`config.mk`:
```
export PLATFORM = sky130hd
export DESIGN_NAME = burst_cmd_splitter
export DESIGN_NICKNAME = d
export VERILOG_FILES = /design/src/rtl/bcs_pkg.sv /design/src/rtl/bcs_chunker.sv /design/src/rtl/bcs_beat_track.sv /design/src/rtl/burst_cmd_splitter.sv
export SDC_FILE = /design/constraint.sdc
export NUM_CORES = 1
export LEC_CHECK = 0
export BUFFER_PORTS_ARGS = -buffer_cell sky130_fd_sc_hd__buf_2
export CAP_MARGIN = 20
export CORE_MARGIN = 1
export CORE_UTILIZATION = 40
export DETAILED_ROUTE_END_ITERATION = 7
export GPL_TIMING_DRIVEN = 0
export HOLD_SLACK_MARGIN = 0.06
export PLACE_DENSITY = 0.71
export RECOVER_POWER = 100
export SLEW_MARGIN = 10
export SYNTH_ARGS = -nofsm -noshare
export SYNTH_HDL_FRONTEND = slang
export SYNTH_HIERARCHICAL = 1
export SYNTH_SLANG_ARGS = --single-unit
```
`constraint.sdc`:
```
create_clock -name clk -period 3.35 [get_ports clk]
set_input_delay 0.1675 -clock clk [delete_from_list [all_inputs] [get_ports clk]]
set_output_delay 0.1675 -clock clk [all_outputs]
set_load 0.1 [all_outputs]
```
`src/rtl/bcs_pkg.sv`:
```
`timescale 1ns/1ps
package bcs_pkg;

    typedef enum logic [2:0] {
        ST_IDLE,
        ST_ADDR,
        ST_DATA,
        ST_RESP,
        ST_DONE
    } bcs_state_e;

    localparam logic [1:0] RESP_OKAY  = 2'b00;
    localparam logic [1:0] BURST_INCR = 2'b01;

endpackage

```
`src/rtl/bcs_chunker.sv`:
```
`timescale 1ns/1ps
// Sizes the next burst from the beats still unissued and steps the address.
module bcs_chunker #(
    parameter int ADDR_W    = 32,
    parameter int BEAT_W    = 14,
    parameter int CNT_W     = 5,
    parameter int MAX_BEATS = 16,
    parameter int SZ        = 2
) (
    input  logic [BEAT_W-1:0] remain,
    input  logic [ADDR_W-1:0] addr,
    output logic [CNT_W-1:0]  cur,
    output logic [7:0]        axlen,
    output logic [ADDR_W-1:0] next_addr,
    output logic [BEAT_W-1:0] next_remain
);

    always_comb begin
        if (remain > BEAT_W'(MAX_BEATS)) begin
            cur = CNT_W'(MAX_BEATS);
        end else begin
            cur = CNT_W'(remain);
        end
        axlen       = 8'(cur - CNT_W'(1));
        next_addr   = addr + (ADDR_W'(cur) << SZ);
        next_remain = remain - BEAT_W'(cur);
    end

endmodule

```
`src/rtl/bcs_beat_track.sv`:
```
`timescale 1ns/1ps
// Counts beats left in the current burst and in the whole command.
module bcs_beat_track #(
    parameter int BEAT_W = 14,
    parameter int CNT_W  = 5
) (
    input  logic              clk,
    input  logic              rst_n,
    input  logic              load_xfer,
    input  logic [BEAT_W-1:0] xfer_beats,
    input  logic              load_burst,
    input  logic [CNT_W-1:0]  burst_beats,
    input  logic              beat,
    output logic              burst_last,
    output logic              xfer_first,
    output logic              xfer_last
);

    typedef struct packed {
        logic [CNT_W-1:0]  burst_left;
        logic [BEAT_W-1:0] xfer_left;
        logic              first;
    } track_s;

    track_s trk_d, trk_q;

    always_comb begin
        trk_d = trk_q;
        if (load_xfer) begin
            trk_d.xfer_left = xfer_beats;
            trk_d.first     = 1'b1;
        end
        if (load_burst) begin
            trk_d.burst_left = burst_beats;
        end
        if (beat) begin
            trk_d.burst_left = trk_q.burst_left - CNT_W'(1);
            trk_d.xfer_left  = trk_q.xfer_left - BEAT_W'(1);
            trk_d.first      = 1'b0;
        end
    end

    always_ff @(posedge clk) begin
        if (!rst_n) begin
            trk_q <= '0;
        end else begin
            trk_q <= trk_d;
        end
    end

    assign burst_last = (trk_q.burst_left == CNT_W'(1));
    assign xfer_first = trk_q.first;
    assign xfer_last  = (trk_q.xfer_left == BEAT_W'(1));

endmodule

```
`src/rtl/burst_cmd_splitter.sv`:
```
`timescale 1ns/1ps
module burst_cmd_splitter #(
    parameter int ADDR_W    = 32,
    parameter int DATA_W    = 32,
    parameter int LEN_W     = 16,
    parameter int MAX_BEATS = 16
) (
    input  logic                  clk,
    input  logic                  rst_n,
    input  logic                  cmd_valid,
    input  logic [ADDR_W-1:0]     cmd_addr,
    input  logic [LEN_W-1:0]      cmd_len,
    input  logic                  cmd_rnw,
    output logic                  cmd_ack,
    output logic                  cmd_done,
    output logic                  cmd_err,
    input  logic [DATA_W-1:0]     wr_data,
    input  logic                  wr_valid,
    output logic                  wr_ready,
    output logic                  wr_sof_n,
    output logic                  wr_eof_n,
    output logic [DATA_W-1:0]     rd_data,
    output logic                  rd_valid,
    input  logic                  rd_ready,
    output logic                  rd_sof_n,
    output logic                  rd_eof_n,
    output logic [ADDR_W-1:0]     awaddr,
    output logic [7:0]            awlen,
    output logic [2:0]            awsize,
    output logic [1:0]            awburst,
    output logic                  awvalid,
    input  logic                  awready,
    output logic [DATA_W-1:0]     wdata,
    output logic [DATA_W/8-1:0]   wstrb,
    output logic                  wlast,
    output logic                  wvalid,
    input  logic                  wready,
    input  logic [1:0]            bresp,
    input  logic                  bvalid,
    output logic                  bready,
    output logic [ADDR_W-1:0]     araddr,
    output logic [7:0]            arlen,
    output logic [2:0]            arsize,
    output logic [1:0]            arburst,
    output logic                  arvalid,
    input  logic                  arready,
    input  logic [DATA_W-1:0]     rdata,
    input  logic [1:0]            rresp,
    input  logic                  rlast,
    input  logic                  rvalid,
    output logic                  rready
);

    import bcs_pkg::*;

    localparam int BYTES  = DATA_W / 8;
    localparam int SZ     = $clog2(BYTES);
    localparam int BEAT_W = LEN_W - SZ;
    localparam int CNT_W  = $clog2(MAX_BEATS + 1);

    typedef struct packed {
        bcs_state_e        state;
        logic [ADDR_W-1:0] addr;
        logic [BEAT_W-1:0] remain;
        logic              rnw;
        logic              err;
        logic              ack;
    } ctl_s;

    ctl_s ctl_d, ctl_q;

    logic [CNT_W-1:0]  ch_cur;
    logic [7:0]        ch_axlen;
    logic [ADDR_W-1:0] ch_next_addr;
    logic [BEAT_W-1:0] ch_next_remain;

    logic load_xfer, load_burst, beat;
    logic burst_last, xfer_first, xfer_last;
    logic in_wdata, in_rdata;

    bcs_chunker #(
        .ADDR_W   (ADDR_W),
        .BEAT_W   (BEAT_W),
        .CNT_W    (CNT_W),
        .MAX_BEATS(MAX_BEATS),
        .SZ       (SZ)
    ) chunk_i (
        .remain     (ctl_q.remain),
        .addr       (ctl_q.addr),
        .cur        (ch_cur),
        .axlen      (ch_axlen),
        .next_addr  (ch_next_addr),
        .next_remain(ch_next_remain)
    );

    bcs_beat_track #(
        .BEAT_W(BEAT_W),
        .CNT_W (CNT_W)
    ) track_i (
        .clk        (clk),
        .rst_n      (rst_n),
        .load_xfer  (load_xfer),
        .xfer_beats (BEAT_W'(cmd_len >> SZ)),
        .load_burst (load_burst),
        .burst_beats(ch_cur),
        .beat       (beat),
        .burst_last (burst_last),
        .xfer_first (xfer_first),
        .xfer_last  (xfer_last)
    );

    assign in_wdata = (ctl_q.state == ST_DATA) && !ctl_q.rnw;
    assign in_rdata = (ctl_q.state == ST_DATA) &&  ctl_q.rnw;

    always_comb begin
        ctl_d      = ctl_q;
        ctl_d.ack  = 1'b0;
        load_xfer  = 1'b0;
        load_burst = 1'b0;
        beat       = 1'b0;
        unique case (ctl_q.state)
            ST_IDLE: begin
                if (cmd_valid) begin
                    ctl_d.addr   = cmd_addr;
                    ctl_d.remain = BEAT_W'(cmd_len >> SZ);
                    ctl_d.rnw    = cmd_rnw;
                    ctl_d.err    = 1'b0;
                    ctl_d.ack    = 1'b1;
                    ctl_d.state  = ST_ADDR;
                    load_xfer    = 1'b1;
                end
            end
            ST_ADDR: begin
                if (ctl_q.rnw ? arready : awready) begin
                    load_burst   = 1'b1;
                    ctl_d.addr   = ch_next_addr;
                    ctl_d.remain = ch_next_remain;
                    ctl_d.state  = ST_DATA;
                end
            end
            ST_DATA: begin
                if (ctl_q.rnw) begin
                    beat = rvalid && rd_ready;
                    if (beat && (rresp != RESP_OKAY)) begin
                        ctl_d.err = 1'b1;
                    end
                    if (beat && rlast) begin
                        ctl_d.state = (ctl_q.remain == '0) ? ST_DONE : ST_ADDR;
                    end
                end else begin
                    beat = wr_valid && wready;
                    if (beat && burst_last) begin
                        ctl_d.state = ST_RESP;
                    end
                end
            end
            ST_RESP: begin
                if (bvalid) begin
                    if (bresp != RESP_OKAY) begin
                        ctl_d.err = 1'b1;
                    end
                    ctl_d.state = (ctl_q.remain == '0) ? ST_DONE : ST_ADDR;
                end
            end
            ST_DONE: begin
                ctl_d.state = ST_IDLE;
            end
            default: begin
                ctl_d.state = ST_IDLE;
            end
        endcase
    end

    always_ff @(posedge clk) begin
        if (!rst_n) begin
            ctl_q       <= '0;
            ctl_q.state <= ST_IDLE;
        end else begin
            ctl_q <= ctl_d;
        end
    end

    // Address channels
    assign awaddr  = ctl_q.addr;
    assign araddr  = ctl_q.addr;
    assign awlen   = ch_axlen;
    assign arlen   = ch_axlen;
    assign awsize  = 3'(SZ);
    assign arsize  = 3'(SZ);
    assign awburst = BURST_INCR;
    assign arburst = BURST_INCR;
    assign awvalid = (ctl_q.state == ST_ADDR) && !ctl_q.rnw;
    assign arvalid = (ctl_q.state == ST_ADDR) &&  ctl_q.rnw;

    // Write data and response
    assign wdata    = wr_data;
    assign wstrb    = '1;
    assign wvalid   = in_wdata && wr_valid;
    assign wr_ready = in_wdata && wready;
    assign wlast    = in_wdata && burst_last;
    assign wr_sof_n = !(in_wdata && xfer_first);
    assign wr_eof_n = !(in_wdata && xfer_last);
    assign bready   = (ctl_q.state == ST_RESP);

    // Read data
    assign rd_data  = rdata;
    assign rd_valid = in_rdata && rvalid;
    assign rready   = in_rdata && rd_ready;
    assign rd_sof_n = !(in_rdata && xfer_first);
    assign rd_eof_n = !(in_rdata && xfer_last);

    // User command status
    assign cmd_ack  = ctl_q.ack;
    assign cmd_done = (ctl_q.state == ST_DONE);
    assign cmd_err  = (ctl_q.state == ST_DONE) && ctl_q.err;

endmodule

```
# Word level (Yosys, flattened, before mapping)
# Cells that the tools add are included.
# totals
ff_bits	72
input_bits	128
word_cells	93
# classes
n_addsub	5
magnitude_cmp	1
eq_ne	14
muxes	25
n_bitwise	1
n_reduce_logical	38
# ops
cell	count
one-hot mux 46 bit (2 select lines)	1
two-way mux 52 bit	1
two-way mux 49 bit	1
adder 32 x 7 -> 32 bit	1
two-way mux 20 bit	1
logical AND 1 bit	19
two-way mux 15 bit	1
two-way mux 3 bit	5
equality test 14 x 1 -> 1 bit (second input constant)	1
greater-than comparator 14 x 5 -> 1 bit (second input constant)	1
logical NOT 14 bit	1
subtractor 14 x 1 -> 14 bit (second input constant)	1
subtractor 14 x 5 -> 14 bit	1
one-hot mux 3 bit (4 select lines)	1
two-way mux 1 bit	11
two-way mux 5 bit	2
nonzero test 2 bit	5
!= test 2 bit (second input constant)	4
equality test 3 x 2 -> 1 bit (second input constant)	2
!= test 3 x 2 -> 1 bit (second input constant)	2
AND reduction 6 bit	1
subtractor 5 x 1 -> 6 bit (second input constant)	1
equality test 5 x 1 -> 1 bit (second input constant)	1
logical NOT 1 bit	5
other kinds (12)	14

# Depth between registers and ports, before layout
# depth
word_depth	5
ltp_mapped	14
mapped_depth_nobuf	12

# Hierarchy
# The synthesis kept the hierarchy.
# by_module_without_submodules
mod	instances	cells_per_inst	area_each_um2	seq_area_each_um2
burst_cmd_splitter	1	482	3807.4	1041.0
bcs_beat_track	1	137	1152.4	400.4
bcs_chunker	1	168	1148.6	0.0

# Worst setup path before layout
# Ideal clock, no wire load.
# synth_path
path_type	register to output
startpoint	register ctl_q[12] (netlist bit)
endpoint	output port awlen[4]
t_arrival_ns	4.819
required_ns	3.182
setup_slack_ns	-1.637
path_stages_with_launch	9
n_path_buf	2
path_cell_list	dfxtp_1 > nor4_4 > and3_1 > clkbuf_1 > and3_1 > inv_1 > ha_1 > o21ai_0 > buf_4
# synth_via
elab_chain_cells	3
# synth_rtl
item	line_no	text
from (decl)	burst_cmd_splitter.sv:70	ctl_s ctl_d, ctl_q;
from (signal assigned)	burst_cmd_splitter.sv:179	ctl_q <= ctl_d;
greater-than comparator 14 x 5 -> 1 bit	bcs_chunker.sv:19	if (remain > BEAT_W'(MAX_BEATS)) begin
two-way mux 5 bit	bcs_chunker.sv:19	
net ch_cur[0]	burst_cmd_splitter.sv:72	logic [CNT_W-1:0] ch_cur;
subtractor 5 x 1 -> 6 bit	bcs_chunker.sv:24	axlen = 8'(cur - CNT_W'(1));
to (decl)	burst_cmd_splitter.sv:28	output logic [7:0] awlen,
# The timed path passes the listed nets, and every way through them passes these cells.

# Worst setup path in the final report
# layout_path
startpoint	register ctl_q[11] (netlist bit)
endpoint	output port arlen[4]
# layout_via
elab_chain_cells	3
# layout_rtl
item	line_no	text
greater-than comparator 14 x 5 -> 1 bit	bcs_chunker.sv:19	
two-way mux 5 bit	bcs_chunker.sv:19	
net ch_cur[0]	burst_cmd_splitter.sv:72	
subtractor 5 x 1 -> 6 bit	bcs_chunker.sv:24	
to (decl)	burst_cmd_splitter.sv:42	output logic [7:0] arlen,
# The timed path passes the listed nets, and every way through them passes these cells.

==> summary.md <==
| Metric | Value |
|---|---|
| WS Path Type | reg -> out |
| CP Capture Type | output pin |
| Fin. max-slew vios | 0 |
| ANT nets after route | 0 |
| Dominant cells by area after synthesis | dfxtp_1, buf_4, nand3_1, o211a_1, nand2_1 |
| Fin Clk Skew | 5.373 ps |
| Largest family of logic cells by synthesized area | simple AND/OR/NAND/NOR gates |
| Gr usage total | 0.2199 |
| Clock root buffer master | clkbuf_16 |
| Synth async-reset ratio | 0 |
| Final setup vio count | 0 |
| Post-Syn Area | around 6100 µm² |
| Max Fanout on Critical Path | 8 |
| CTS buffer count | 9 |
| Die width | roughly 130 µm |
| Hold path depth | 3 |
| # DRC | 22 |
| Syn avg cell area | 7.762 µm² |
| Hold crit path type | in -> reg |
| WL per Instance | around 15 µm |
| Final min period | approximately 3200 ps |
| Most frequent cells after synthesis | buf_4, nand3_1, dfxtp_1 |
| Status | finished with violations |
| CTS tree | built |
| Final hold vios | 0 |
| Mux share of post-synthesis cell area | 0.01024 |
| Worst-margin pin slew | 1225 ps |
| CP required | ~3200 ps |
| Clock latency on the worst-skew pair | 340 ps |
| Overflow after GRT | 0 |
| Ports | 301 |
| Global-route wire length before repair | 27.94 mm |
| Ys flop type | dfxtp_1 |
| Drt pass-1 iters | 8 |
| Clk slew on worst S/H paths | 60 ps |
| Period utilization | 0.9501 |
| Die Ht | 125.6 µm |
| DRT iter0 DRCs | 510 |
| Layout area overhead | 24.87% |
| Synth top area share | 0.2360 |
| Filler cells | 1539 |
| Post-Synth Adder-Cell Area | 0.02581 |
| Register bit total from synthesis | 72 |
| HPWL Detailed | between 10 and 15 mm |
| Worst reg2reg path depth | 13 |
| Initial Utilization | 0.4156 |
| Routability cong. | 0.8492 |
| Synth Area in Simple Gates | 0.2745 |
| Layout cells sized above 1 | 0.2737 |
| CP Data Arrival Time | 3020 ps |
| CTS Sinks | 72 |
| Post-synth EDFFs | 0 |
| Hold Slack | 88.12 ps |
| Max Cap Viol | 0 |
| Netlist cell types | 71 |
| Sequential cell area | approximately 1400 µm² |
| Total number of vias | 6337 |
| Post-Route WL | 17.75 mm |
| Compound-Gate Fraction of Synth Area | 0.1688 |
| Port buffer count | 220 |
| Failing checks | design-rule violations |
| Final Net Count | 1169 |
| Xor/xnor share of the synthesized area | 0.05162 |
| Setup TNS | 0 ps |
| Row count | 44 |
| Crit start category | flop |
| Area leader, netlist | dfxtp_1 |
| Drt via density | 5.203 |
| Ys Warns | 6 |
| Multi-input gate area | 3328 µm² |
| Core box area | 14700 µm² |
| Slew headroom | 0.1871 |
| Die ar. | 15770 µm² |
| CTS Buffer Depth | 2 |
| Largest net degree at the start of global routing | 14 |
| Antenna violations before repair | 0 |
| Vias in the first global route | around 5500 |
| Setup WS post-layout | 167.2 ps |
| N_diodes | 0 |
| Dpl ws | -151.9 ps |
| Fmax | 314.2 MHz |
| Top-count cell post-synth | buf_4 |
| H-tree Lvls | 3 |
| Syn Inst Count | 787 |
| Seq/Total Area, Yosys | 0.2360 |
==> layer usage <==
metal / global-route usage / wire [µm] / vias up
li1: - / - / 3127
met1: 0.2887 / 7822 / 2895
met2: 0.3588 / 8195 / 286
met3: 0.02953 / 1235 / 29
met4: 0.09756 / 494 / 0
met5: 0 / 0 / -
==> layout by cell type (no fill, tap or decap), drive strengths merged, types with 15 or more instances in the layout <==
master / synthesis / routed
buf: 173 / 236
clkbuf: 28 / 193
nand3: 107 / 107
dfxtp: 72 / 72
nand2: 66 / 66
o211a: 46 / 46
nor2: 36 / 36
xnor2: 27 / 27
nand4: 19 / 19
a21oi: 16 / 16
conb: 3 / 15
nor3: 15 / 15
==> layout make-up <==
cell class                 instances  share of cell area
inverter                          13            0.006398
clock inverter                     7            0.009514
multi-input combinational        513              0.4364
tap                              184             0.03018
buffer                           200              0.1777
sequential                        72              0.1890
clock buffer                       9             0.02953
timing repair buffer             220              0.1214
==> path summary, 6_finish.rpt <==
check	start	to	slack (ps)
worst max register to register	ctl_q[12]	araddr[26]	210
worst min-delay path	cmd_rnw	ctl_q[2]	90
worst min register to register	track_i/trk_q[6]	track_i/trk_q[6]	520
worst max-delay path	ctl_q[11]	arlen[4]	170
==> registers in the layout (all words and copies together) (netlist names) <==
signal and count:
track_i/trk_q 19, track_i/xfer_first 1, ctl_q 19, cmd_ack 1
araddr 32
==> what timing repair did <==
| action | CTS | global route |
|---|---|---|
| resized for setup | 4 | 5 |
| setup endpoints to repair | 13 | 28 |
| buffers inserted | 0 | 0 |
| hold endpoints to repair | 0 | 0 |
| hold buffers | 0 | 0 |
==> cells by family after synthesis <==
group | Yosys count
AO/OA/AOI/OAI | 126
XOR/XNOR | 36
adder cells (fa/ha/maj) | 12
buffers and inverters | 214
flip-flops | 72
multiplexers | 6
other | 3
AND/OR/NAND/NOR | 318
==> worst max-delay path: stages (launching register included) <==
cell and delay, ps:
dfxtp_1 470, nor2_1 120, and3_2 280, and3_1 250, inv_1 120, ha_1 270
or4b_1 450, o21ai_1 200, buf_2 490
==> stage by stage <==
stage,instance area (µm²),util,instances
4_1_cts,7807,0.5312,1219
3_5_place_dp,7502,0.5104,1203
5_1_grt,7627,0.5189,1218
2_1_floorplan,6171,-,799
6_report,7627,0.5189,1218
3_3_place_gp,7502,0.5104,1203
Power is not shown: default switching activity piles up to over one toggle a cycle in this logic, so the estimate is an artifact.
